### config.mk
export PLATFORM = sky130hd
export DESIGN_NAME = tile_pixel_fetch
export DESIGN_NICKNAME = d
export VERILOG_FILES = /design/src/rtl/tpf_pkg.sv /design/src/rtl/tpf_addr_gen.sv /design/src/rtl/tpf_color_expand.sv /design/src/rtl/tpf_seq.sv /design/src/rtl/tile_pixel_fetch.sv
export SDC_FILE = /design/constraint.sdc
export NUM_CORES = 1
export LEC_CHECK = 0
export BUFFER_PORTS_ARGS = -buffer_cell sky130_fd_sc_hd__clkbuf_2
export CAP_MARGIN = 20
export CORE_MARGIN = 1
export CORE_UTILIZATION = 48
export DETAILED_ROUTE_END_ITERATION = 6
export GPL_TIMING_DRIVEN = 0
export PLACE_DENSITY = 0.83
export SETUP_SLACK_MARGIN = 0.15
export SYNTH_ARGS = -nofsm -noshare
export SYNTH_HDL_FRONTEND = slang
export SYNTH_HIERARCHICAL = 1
export SYNTH_SLANG_ARGS = --single-unit
### constraint.sdc
create_clock -name clk -period 1.85 [get_ports clk]
set_input_delay 0.2775 -clock clk [delete_from_list [all_inputs] [get_ports clk]]
set_output_delay 0.2775 -clock clk [all_outputs]
set_load 0.005 [all_outputs]
### src/rtl/tpf_pkg.sv
package tpf_pkg;
  localparam int ROW_BITS   = 3;
  localparam int COL_BITS   = 3;
  localparam int PIX_BITS   = ROW_BITS + COL_BITS;
  localparam int IDX_W      = 11;
  localparam int NIB_W      = 4;
  localparam int BYTE_W     = 8;
  localparam int PAL_SEL_W  = 2;
  localparam int BIT_HMIR   = 11;
  localparam int BIT_VMIR   = 12;
  localparam int BIT_PAL_LO = 13;

  typedef enum logic [2:0] {
    ST_IDLE, ST_VREQ, ST_VDAT, ST_PHI, ST_PLO, ST_OUT, ST_DONE
  } tpf_state_t;
endpackage

### src/rtl/tpf_addr_gen.sv
module tpf_addr_gen
  import tpf_pkg::*;
#(
  parameter int NAME_W  = 16,
  parameter int VRAM_AW = 16
) (
  input  logic [NAME_W-1:0]   name,
  input  logic [PIX_BITS-1:0] pix,
  output logic [VRAM_AW-1:0]  vram_addr,
  output logic                take_high
);
  localparam int BC_W  = COL_BITS - 1;
  localparam int RAW_W = IDX_W + ROW_BITS + BC_W;

  logic [ROW_BITS-1:0] row, erow;
  logic [COL_BITS-1:0] col;
  logic [BC_W-1:0]     ebc;
  logic                hmir, vmir;
  logic [RAW_W-1:0]    raw;

  always_comb begin
    row       = pix[PIX_BITS-1:COL_BITS];
    col       = pix[COL_BITS-1:0];
    hmir      = name[BIT_HMIR];
    vmir      = name[BIT_VMIR];
    erow      = vmir ? ~row : row;
    ebc       = hmir ? ~col[COL_BITS-1:1] : col[COL_BITS-1:1];
    raw       = {name[IDX_W-1:0], erow, ebc};
    vram_addr = VRAM_AW'(raw);
    take_high = ~(col[0] ^ hmir);
  end
endmodule

### src/rtl/tpf_color_expand.sv
module tpf_color_expand
  import tpf_pkg::*;
#(
  parameter int CHANNELS = 3,
  parameter int WORD_W   = 16
) (
  input  logic [WORD_W-1:0]          pal_word,
  output logic [CHANNELS*BYTE_W-1:0] rgb
);
  for (genvar ch = 0; ch < CHANNELS; ch++) begin : g_chan
    assign rgb[ch*BYTE_W +: BYTE_W] =
      {pal_word[(CHANNELS-1-ch)*NIB_W +: NIB_W], {(BYTE_W-NIB_W){1'b0}}};
  end
endmodule

### src/rtl/tpf_seq.sv
module tpf_seq
  import tpf_pkg::*;
#(
  parameter int NAME_W = 16,
  parameter int PAL_AW = 7,
  parameter int RGB_W  = 24
) (
  input  logic                clk,
  input  logic                rst_n,
  input  logic                start,
  input  logic [NAME_W-1:0]   name_in,
  input  logic                pix_ready,
  input  logic                take_high,
  input  logic [BYTE_W-1:0]   vram_rd_data,
  input  logic [BYTE_W-1:0]   pal_rd_data,
  input  logic [RGB_W-1:0]    rgb_in,
  output logic [NAME_W-1:0]   cur_name,
  output logic [PIX_BITS-1:0] cur_pix,
  output logic                vram_rd_en,
  output logic                pal_rd_en,
  output logic [PAL_AW-1:0]   pal_rd_addr,
  output logic [2*BYTE_W-1:0] pal_word,
  output logic                pix_valid,
  output logic [RGB_W-1:0]    pix_rgb,
  output logic                pix_transparent,
  output logic                done,
  output logic                busy
);
  localparam logic [PIX_BITS-1:0] LAST_PIX = '1;

  tpf_state_t          state;
  logic [NAME_W-1:0]   name_q;
  logic [PIX_BITS-1:0] pix_q;
  logic [NIB_W-1:0]    colour_q, colour_now;
  logic [BYTE_W-1:0]   hi_q;
  logic [PAL_SEL_W-1:0] pal_sel;

  assign cur_name  = name_q;
  assign cur_pix   = pix_q;
  assign pix_valid = (state == ST_OUT);
  assign done      = (state == ST_DONE);
  assign busy      = (state != ST_IDLE);
  assign pal_sel   = name_q[BIT_PAL_LO +: PAL_SEL_W];
  assign pal_word  = {hi_q, pal_rd_data};

  always_comb begin
    colour_now  = take_high ? vram_rd_data[BYTE_W-1:NIB_W] : vram_rd_data[NIB_W-1:0];
    vram_rd_en  = (state == ST_VREQ);
    pal_rd_en   = 1'b0;
    pal_rd_addr = '0;
    if (state == ST_VDAT && colour_now != '0) begin
      pal_rd_en   = 1'b1;
      pal_rd_addr = PAL_AW'({pal_sel, colour_now, 1'b0});
    end else if (state == ST_PHI) begin
      pal_rd_en   = 1'b1;
      pal_rd_addr = PAL_AW'({pal_sel, colour_q, 1'b1});
    end
  end

  always_ff @(posedge clk or negedge rst_n) begin
    if (!rst_n) begin
      state           <= ST_IDLE;
      name_q          <= '0;
      pix_q           <= '0;
      colour_q        <= '0;
      hi_q            <= '0;
      pix_rgb         <= '0;
      pix_transparent <= 1'b0;
    end else begin
      unique case (state)
        ST_IDLE: if (start) begin
          name_q <= name_in;
          pix_q  <= '0;
          state  <= ST_VREQ;
        end
        ST_VREQ: state <= ST_VDAT;
        ST_VDAT: begin
          if (colour_now == '0) begin
            pix_transparent <= 1'b1;
            pix_rgb         <= '0;
            state           <= ST_OUT;
          end else begin
            colour_q <= colour_now;
            state    <= ST_PHI;
          end
        end
        ST_PHI: begin
          hi_q  <= pal_rd_data;
          state <= ST_PLO;
        end
        ST_PLO: begin
          pix_rgb         <= rgb_in;
          pix_transparent <= 1'b0;
          state           <= ST_OUT;
        end
        ST_OUT: if (pix_ready) begin
          if (pix_q == LAST_PIX) state <= ST_DONE;
          else begin
            pix_q <= pix_q + 1'b1;
            state <= ST_VREQ;
          end
        end
        ST_DONE: state <= ST_IDLE;
        default: state <= ST_IDLE;
      endcase
    end
  end

  assert_hold_R9: assert property (@(posedge clk) disable iff (!rst_n)
    (pix_valid && !pix_ready) |=> (pix_valid && $stable(pix_rgb) && $stable(pix_transparent)));

  assert_done_pulse_R10: assert property (@(posedge clk) disable iff (!rst_n)
    done |=> (!done && !busy));

  assert_transp_black_R8: assert property (@(posedge clk) disable iff (!rst_n)
    (pix_valid && pix_transparent) |-> (pix_rgb == '0));

  assert_rd_excl_R6: assert property (@(posedge clk) disable iff (!rst_n)
    $onehot0({vram_rd_en, pal_rd_en}));

  assert_pal_pair_R6: assert property (@(posedge clk) disable iff (!rst_n)
    (pal_rd_en && !pal_rd_addr[0]) |=> (pal_rd_en && pal_rd_addr[0]));

  assert_name_kept_R11: assert property (@(posedge clk) disable iff (!rst_n)
    (busy && !done) |=> $stable(cur_name));
endmodule

### src/rtl/tile_pixel_fetch.sv
module tile_pixel_fetch
  import tpf_pkg::*;
#(
  parameter int NAME_W  = 16,
  parameter int VRAM_AW = 16,
  parameter int PAL_AW  = 7,
  parameter int RGB_W   = 24
) (
  input  logic               clk,
  input  logic               rst_n,
  input  logic               start,
  input  logic [NAME_W-1:0]  name_in,
  output logic               busy,
  output logic               done,
  output logic               pix_valid,
  input  logic               pix_ready,
  output logic [RGB_W-1:0]   pix_rgb,
  output logic               pix_transparent,
  output logic               vram_rd_en,
  output logic [VRAM_AW-1:0] vram_rd_addr,
  input  logic [BYTE_W-1:0]  vram_rd_data,
  output logic               pal_rd_en,
  output logic [PAL_AW-1:0]  pal_rd_addr,
  input  logic [BYTE_W-1:0]  pal_rd_data
);
  localparam int CHANNELS = RGB_W / BYTE_W;
  localparam int WORD_W   = 2 * BYTE_W;

  logic [NAME_W-1:0]   cur_name;
  logic [PIX_BITS-1:0] cur_pix;
  logic                take_high;
  logic [WORD_W-1:0]   pal_word;
  logic [RGB_W-1:0]    rgb_exp;

  tpf_addr_gen #(.NAME_W(NAME_W), .VRAM_AW(VRAM_AW)) u_addr (
    .name      (cur_name),
    .pix       (cur_pix),
    .vram_addr (vram_rd_addr),
    .take_high (take_high)
  );

  tpf_color_expand #(.CHANNELS(CHANNELS), .WORD_W(WORD_W)) u_expand (
    .pal_word (pal_word),
    .rgb      (rgb_exp)
  );

  tpf_seq #(.NAME_W(NAME_W), .PAL_AW(PAL_AW), .RGB_W(RGB_W)) u_seq (
    .clk             (clk),
    .rst_n           (rst_n),
    .start           (start),
    .name_in         (name_in),
    .pix_ready       (pix_ready),
    .take_high       (take_high),
    .vram_rd_data    (vram_rd_data),
    .pal_rd_data     (pal_rd_data),
    .rgb_in          (rgb_exp),
    .cur_name        (cur_name),
    .cur_pix         (cur_pix),
    .vram_rd_en      (vram_rd_en),
    .pal_rd_en       (pal_rd_en),
    .pal_rd_addr     (pal_rd_addr),
    .pal_word        (pal_word),
    .pix_valid       (pix_valid),
    .pix_rgb         (pix_rgb),
    .pix_transparent (pix_transparent),
    .done            (done),
    .busy            (busy)
  );

  assert_vram_in_tile_R2: assert property (@(posedge clk) disable iff (!rst_n)
    vram_rd_en |-> (vram_rd_addr[VRAM_AW-1:5] == VRAM_AW'(cur_name[IDX_W-1:0])));

  assert_idle_quiet_R1: assert property (@(posedge clk) disable iff (!rst_n)
    !busy |-> (!pix_valid && !vram_rd_en && !pal_rd_en));
endmodule

Word-level counts from Yosys, hierarchy flattened
Index checks and enable logic that the tools add are counted.
- register bits after elaboration: 57
- output and inout port bits: 53
- word-level logic and storage cells: 55
- $add $sub $neg: 1
- equal/unequal tests: 11
- multiplexer cells: 20
- bitwise gates (word level): 4
- reductions and logical operators: 12
- operators by type and width (operator ; count):
    24-bit one-hot mux with 2 select lines ; 1
    24-bit 2-to-1 mux ; 1
    6-bit 2-to-1 mux ; 3
    3-bit one-hot mux with 6 select lines ; 1
    3-bit 2-to-1 mux ; 5
    7-bit 2-to-1 mux ; 2
    6-bit one-hot mux with 2 select lines ; 1
    3-bit == test (second input constant) ; 3
    2-bit AND reduction ; 4
    6-bit by 1-bit adder with 6-bit output (second input constant) ; 1
    3-bit by 2-bit == test with 1-bit output (second input constant) ; 2
    6-bit == test (second input constant) ; 1
    2-bit inequality test (second input constant) ; 3
    4-bit logical NOT ; 1
    4-bit 2-to-1 mux ; 1
    4-bit AND reduction ; 1
    2-bit nonzero test ; 2
    4-bit nonzero test ; 1
    3-bit by 1-bit == test with 1-bit output (second input constant) ; 1
    3-bit logical NOT ; 1
    1-bit 2-to-1 mux ; 3
    3-bit inverter ; 1
    3-bit nonzero test ; 1
    2-bit 2-to-1 mux ; 1
    other kinds (6) ; 6

Depth between registers and ports, before layout
Gate-level depths: netlist of run 1.
- depth in word-level cells: 5
- gate-level depth with buffers: 7
- gate-level depth less buffers: 5

By module
Netlist of run 1, hierarchy kept.
- by module, submodules not included (module ; times used ; cells an instance ; area each (um2) ; sequential area each (um2)):
    tpf_seq ; 1 ; 283 ; 3006.6 ; 1551.5
    tpf_color_expand ; 1 ; 25 ; 183.9 ; 0.0
    tpf_addr_gen ; 1 ; 17 ; 135.1 ; 0.0

Least setup slack after synthesis of run 1
Ideal clock, no wire load.
- kind: reg-to-output
- start point: register u_seq.pix_q[0] (netlist: u_seq/cur_pix[0])
- end point: output port pal_rd_addr[1]
- arrival: 1.772 ns
- data required time: 1.572 ns
- slack: -0.199 ns
- stages on the path, launching flop included: 8
- buffers on the path: 2
- path through: dfrtp_1 xnor2_1 buf_6 or4_4 o22a_4 buf_6 nand2_4 o21ai_0
- longest elaborated chain between the ends: 5
- RTL lines (item ; line ; source):
    start, declared ; tpf_seq.sv:33 ; logic [PIX_BITS-1:0] pix_q;
    start signal, assigned ; tpf_seq.sv:99 ; pix_q <= pix_q + 1'b1;
    1-bit bitwise XOR (*) ; tpf_addr_gen.sv:30 ; take_high = ~(col[0] ^ hmir);
    4-bit 2-to-1 mux (*) ; tpf_seq.sv:47 ; colour_now = take_high ? vram_rd_data[BYTE_W-1:NIB_W] : vram_rd_data[NIB_W-1:0];
    4-bit nonzero test ; tpf_seq.sv:51 ; if (state == ST_VDAT && colour_now != '0) begin
    1-bit logical AND ; tpf_seq.sv:51 ;
    7-bit 2-to-1 mux (*) ; tpf_seq.sv:51 ;
    end, declared ; tile_pixel_fetch.sv:23 ; output logic [PAL_AW-1:0] pal_rd_addr,
Every way passes the cells marked *; elsewhere a longest branch is shown, timed or not.

Worst setup path after layout of run 1
- start point: register u_seq.pix_q[0] (netlist: u_seq/cur_pix[0])
- end point: output port pal_rd_en
- longest elaborated chain between the ends: 5
- RTL lines (item ; line ; source):
    1-bit bitwise XOR ; tpf_addr_gen.sv:30 ;
    4-bit 2-to-1 mux ; tpf_seq.sv:47 ;
    4-bit nonzero test ; tpf_seq.sv:51 ;
    1-bit logical AND ; tpf_seq.sv:51 ;
    1-bit 2-to-1 mux ; tpf_seq.sv:51 ;
    end, declared ; tile_pixel_fetch.sv:22 ; output logic pal_rd_en,
Every way passes these cells.

==> run metrics, run 1 <==
Max clock buf depth=2; commonest non-fill, non-tap cell in the layout=clkbuf_2; Hold Crit Class=input pin to async pin; WL per Instance=16.5 µm; Max Fclk=around 0.40 GHz; initial antenna violation count=0; die area=0.00688 mm²; Starting DRT DRC Count=173; Remaining DRCs=0; first-pass GRT wire length=13000 µm; gr ovfl total=0; routed vias=2810; NetSw=0.00270 W; max_slew headroom=46.6%; # H-tree levels=3; area grow syn2layout=44.5%; Pleak=2.27 nW; Placer Congestion=0.755; Mean Syn Cell Area=10.2 µm²; num ports=between 80 and 90; Final nets=481; Final WS setup=-0.678 ns; Tmin final=2.53 ns; CTS tree=built; crit path max-delay cell type=dfrtp_2; clk sink count=57; sequential power share=29.2%; Root Buffer=clkbuf_8; hold_buf cts=0; CP Capture Type=primary output; Internal=approximately 0.0046 W; total power=0.00728 W; drt first pass iters=4; largest net degree at the start of global routing=58; CP max stage delay=0.45 ns; final slew viol count=0; FF-to-FF setup slack=-0.58 ns; pre-CTS WS=-0.452 ns; WS Path Type=flop to primary output; clk_lat worst skew=0.35 ns; CP cell instances=xnor2_4 -> buf_6 -> or4b_4 -> o22a_4 -> buf_8 -> nand2_8 -> nand2_2 -> clkbuf_2; Die Wd=around 83 µm; clock share of power=16.2%; skew final=0.00546 ns; WP data required=1.57 ns; worst-case reg-to-reg path depth=12; Combinational Power Share=a little over half; most frequent cells in the layout=clkbuf_2 (80), buf_4 (60), dfrtp_1 (55), nand2_1 (45), a22oi_1 (24); worst-margin pin slew=0.801 ns; CORE AREA=0.00635 mm²; Final ANT Viol Nets=0; worst vdd ir=823 µV; RSZ-0062 raised after global routing=yes; Synthesis Warnings=6; Syn Std Cell Area=0.00314 mm²; Tcrit/Tclk final=137%; violated checks=negative setup slack; worst r2r src=u_seq/cur_pix[0]$_DFFE_PN0P_; post-DP HPWL=4960 µm; Startpoint Class=flop; cell row count=29; post-synthesis cell count=307; Setup TNS=-18.92 ns; vias in the first global route=2720; vias per cell=5.35; Crit Path Max Fanout=8; status=complete, but fails checks; area of the multi-input gates=0.00155 mm²; Switching Fraction=37.1%; Final Setup Violations=39; total wire length=8670 µm; Initial Utilization=between 40% and 50%; fillcell total=404; # port buffers=83; die span in y=82.9 µm; worst r2r dst=u_seq/pix_rgb[10]$_DFFE_PN0P_; layout cells sized above 1=57.4%; clock buffer count from CTS=9; clock-pin slew on the worst setup and hold paths=roughly 0.070 ns; Crit path arrival time=2.25 ns; PwrDens=about 1600 mW/mm²; Final Hold Viols=0; ant diodes=0; Total GRT Usage=23.9%; Register Area=0.00143 mm²; Max Cap Violations=0
-- registers in the layout, summed over array words and instances (netlist names) --
register,cells
u_seq/state,3
u_seq/cur_pix,6
u_seq/hi_q,4
u_seq/pix_rgb,24
u_seq/pix_transparent,1
u_seq/colour_q,4
u_seq/cur_name,15
-- routing by layer --
layer	vias up	track usage, %	wire length (µm)
met5	-	0	0
met4	0	12.2	267
met3	26	5.96	310
met2	78	38.5	4430
met1	1400	29.8	3660
li1	1306	-	-
-- metrics by stage --
| step | utilization [%] | hold WS [ns] | cells | cell area, µm² |
|---|---|---|---|---|
| 6_report | 71.6 | 0.0255 | 525 | 4540 |
| 5_1_grt | 71.6 | 0.0977 | 525 | 4540 |
| 4_1_cts | 67.0 | 0.0614 | 514 | 4250 |
| 3_5_place_dp | 58.9 | 0.435 | 478 | 3740 |
| 3_3_place_gp | 58.9 | 0.460 | 478 | 3740 |
| 2_1_floorplan | - | -0.0181 | 318 | 3230 |
-- worst max path at each step --
stage                                    from              to  slack [ns]  cells past startpoint
2_1_floorplan    u_seq/cur_pix[0]$_DFFE_PN0P_  pal_rd_addr[5]       -0.17                      7
3_3_place_gp     u_seq/cur_pix[0]$_DFFE_PN0P_  pal_rd_addr[3]       -0.45                      8
3_5_place_dp     u_seq/cur_pix[0]$_DFFE_PN0P_  pal_rd_addr[5]       -0.45                      8
4_1_cts        u_seq/cur_name[11]$_DFFE_PN0P_  pal_rd_addr[1]       -0.64                      8
5_1_grt          u_seq/cur_pix[0]$_DFFE_PN0P_  pal_rd_addr[3]       -0.73                      8
6_report         u_seq/cur_pix[0]$_DFFE_PN0P_       pal_rd_en       -0.68                      8
-- worst max-delay path: cells and delay by family, from the launching register on --
kind | cells | cell delay (ns)
buffers and inverters | 3 | 0.39
XOR/XNOR | 1 | 0.20
AND/OR/NAND/NOR | 3 | 0.61
flip-flops | 1 | 0.45
AO/OA/AOI/OAI | 1 | 0.25
-- timing repair --
action,4_1_cts,5_1_grt
setup endpoints to repair,61,65
pin swaps,5,10
resized for setup,30,51
gates cloned,3,1
buffers inserted,18,10
-- final cells by class --
| type | instances | area share, % |
|---|---|---|
| inverters | 7 | 0.633 |
| flip-flops and latches | 57 | 31.4 |
| clock buffers | 12 | 3.41 |
| multi-input cells | 194 | 34.1 |
| clock inverters | 3 | 0.881 |
| plain buffers | 61 | 10.7 |
| well taps | 77 | 2.12 |
| repair buffers | 114 | 16.8 |
-- power groups by stage --
stage               logic (W)  registers, W  clock network (W)
finish                0.00397       0.00213            0.00118
global route          0.00426       0.00219            0.00125
CTS                   0.00338       0.00208            0.00120
detailed placement    0.00303       0.00211                  0
global placement      0.00294       0.00208                  0
floorplan             0.00214       0.00207                  0
(Power assumes the default switching activity.)
==> inputs of run 2 (changes only) <==
--- a/config.mk
+++ b/config.mk
@@ -12,6 +12,7 @@
 export DETAILED_ROUTE_END_ITERATION = 6
 export GPL_TIMING_DRIVEN = 0
 export PLACE_DENSITY = 0.83
+export RECOVER_POWER = 25
 export SETUP_SLACK_MARGIN = 0.15
 export SYNTH_ARGS = -nofsm -noshare
 export SYNTH_HDL_FRONTEND = slang
==> run 2 against run 1 <==
The run still ends with negative setup slack left; clock power is essentially flat; flip-flop and latch count is the same; cell count is the same; worst hold slack gained 0.13 ns; utilization is essentially flat; first-iteration DRC count is the same; die area is the same; sequential share of layout area is essentially flat; maximum frequency is the same; count of clock-buffer cells in the layout is the same; critical path depth is the same; critical path type unchanged.
==> run metrics, run 2 (synthesis gave the netlist of run 1 again) <==
initial antenna violation count=0 (unchanged); Hold Crit Class=input pin to flop; Remaining DRCs=0 (unchanged); CORE AREA=0.00635 mm² (unchanged); CP Capture Type=primary output; register with the most flip-flops=u_seq/pix_rgb; clk_lat worst skew=0.35 ns (about the same); die span in y=82.9 µm (unchanged); Max Fclk=0.396 GHz (unchanged); WP data required=1.57 ns (about the same); CP max stage delay=0.45 ns (about the same); Final Setup Violations=39 (unchanged); skew final=0.00546 ns (unchanged); Tmin final=2.53 ns (unchanged); clock buffer count from CTS=9 (unchanged); CP cell instances=xnor2_4 -> buf_6 -> or4b_4 -> o22a_4 -> buf_8 -> nand2_8 -> nand2_2 -> clkbuf_2; ant diodes=0 (unchanged); # port buffers=83 (unchanged); vias per cell=5.35 (unchanged); max reg flops=24 (unchanged); post-DP HPWL=4960 µm (unchanged); critical path launch point=u_seq/cur_pix[0]$_DFFE_PN0P_; first-pass GRT wire length=13000 µm (unchanged); worst-case reg-to-reg path depth=12 (unchanged); hold path start=pal_rd_data[2]; Final nets=481 (unchanged); Final Hold Viols=0 (unchanged); clock-pin slew on the worst setup and hold paths=0.07 ns (about the same); max_slew headroom=3.30% (-43 points); area grow syn2layout=44.4% (about the same); total wire length=8670 µm (unchanged); Max Cap Violations=0 (unchanged); Hold Crit Depth=3; vias in the first global route=2720 (unchanged); Pleak=2.27 nW (about the same); crit-path leading delay family=simple AND/OR/NAND/NOR gates; RSZ-0062 raised after global routing=yes; Register Area=0.00143 mm² (unchanged); area of the multi-input gates=0.00155 mm² (unchanged); WS Path Type=flop to primary output; crit path max-delay cell type=dfrtp_2; layout cells sized above 1=57.4% (unchanged); hold_buf cts=0 (unchanged); final slew viol count=0 (unchanged); routed vias=2810 (unchanged); PwrDens=1600 mW/mm² (about the same); Initial Utilization=49.5% (unchanged); CTS tree=built; num ports=89 (unchanged); CP Buf/Inv Count=3 (unchanged); die area=0.00688 mm² (unchanged); largest net degree at the start of global routing=58 (unchanged); Crit path depth=8 (unchanged); Root Buffer=clkbuf_8; Tcrit/Tclk final=137% (unchanged); Crit path arrival time=2.25 ns (about the same); Total GRT Usage=23.9% (unchanged); worst vdd ir=823 µV (about the same); drt first pass iters=4 (unchanged); Placer Congestion=0.755 (unchanged); # H-tree levels=3 (unchanged); Layout Cells excl Fill=525 (unchanged); Crit Path Max Fanout=8 (unchanged); commonest non-fill, non-tap cell in the layout=clkbuf_2; Max clock buf depth=2 (unchanged); most frequent cells in the layout=clkbuf_2 (81), buf_4 (60), dfrtp_1 (55), nand2_1 (45), a22oi_1 (24); WL per Instance=16.5 µm (unchanged); Final WS setup=-0.678 ns (unchanged); Starting DRT DRC Count=173 (unchanged); cell row count=29 (unchanged); pre-CTS WS=-0.452 ns (unchanged); worst r2r src=u_seq/cur_pix[0]$_DFFE_PN0P_; gr ovfl total=0 (unchanged); clk sink count=57 (unchanged); total power=0.00727 W (about the same); Die Wd=82.9 µm (unchanged); status=complete, but fails checks; Placed Cells incl. Taps=478 (unchanged); worst-margin pin slew=1.45 ns (+0.649 ns); violated checks=negative setup slack; fillcell total=405 (+0.25%); Startpoint Class=flop; Final ANT Viol Nets=0 (unchanged)
run 2: cell count changes in the layout (fill, tap and decap cells not counted):
cell / delta
clkbuf_4: -1
clkbuf_2: +1
run 2: cell type report:
type | instances | share of cell area (%)
plain buffers | 61 | 10.7
clock buffers | 12 | 3.42
clock inverters | 3 | 0.882
inverters | 7 | 0.634
multi-input cells | 194 | 34.1
flip-flops and latches | 57 | 31.5
well taps | 77 | 2.12
repair buffers | 114 | 16.7
run 2: worst paths after layout:
check | to | slack, ns
setup / recovery | pal_rd_en | -0.68
hold / removal | u_seq/hi_q[2]$_DFFE_PN0N_ | 0.15
setup reg to reg | u_seq/pix_rgb[10]$_DFFE_PN0P_ | -0.58
hold reg to reg | u_seq/hi_q[2]$_DFFE_PN0N_ | 0.48
max in group asynchronous | u_seq/cur_pix[0]$_DFFE_PN0P_ | 0.61
min in group asynchronous | u_seq/pix_rgb[0]$_DFFE_PN0P_ | 0.26
run 2: repair_timing:
action                                  CTS  global route
resized for setup                        30            51
buffers inserted                         18            10
endpoints found under the setup margin   61            65
pin swaps                                 5            10
gates cloned                              3             1
run 2: tightest hold or removal path, delay by kind of cell:
kind                   cells  cell delay, ns
buffers and inverters      1            0.10
and+or+nand+nor            2            0.10
run 2: per-layer routing:
| metal | share of wire (%) | global-route usage [%] | vias up | wire length, µm |
|---|---|---|---|---|
| li1 | - | - | 1306 | - |
| met1 | 42 | 29.8 | 1400 | 3660 |
| met2 | 51 | 38.5 | 78 | 4430 |
| met3 | 3.6 | 5.96 | 26 | 310 |
| met4 | 3.1 | 12.2 | 0 | 267 |
| met5 | 0 | 0 | - | 0 |
run 2: where the power goes:
group | internal, W | switching (W)
sequential | 0.00176 | 0.000367
combinational | 0.00214 | 0.00183
clock | 0.000683 | 0.000496
total | 0.00458 | 0.00270
run 2: stage by stage:
step | TNS, ns | hold slack (ns) | util (%) | area [µm²]
floorplan | -2.54 | -0.0181 | - | 3230
global placement | -9.46 | 0.460 | 58.9 | 3740
detailed placement | -9.93 | 0.435 | 58.9 | 3740
CTS | -17.39 | 0.0614 | 67.0 | 4250
global route | -20.95 | 0.146 | 71.5 | 4540
finish | -18.92 | 0.155 | 71.5 | 4540
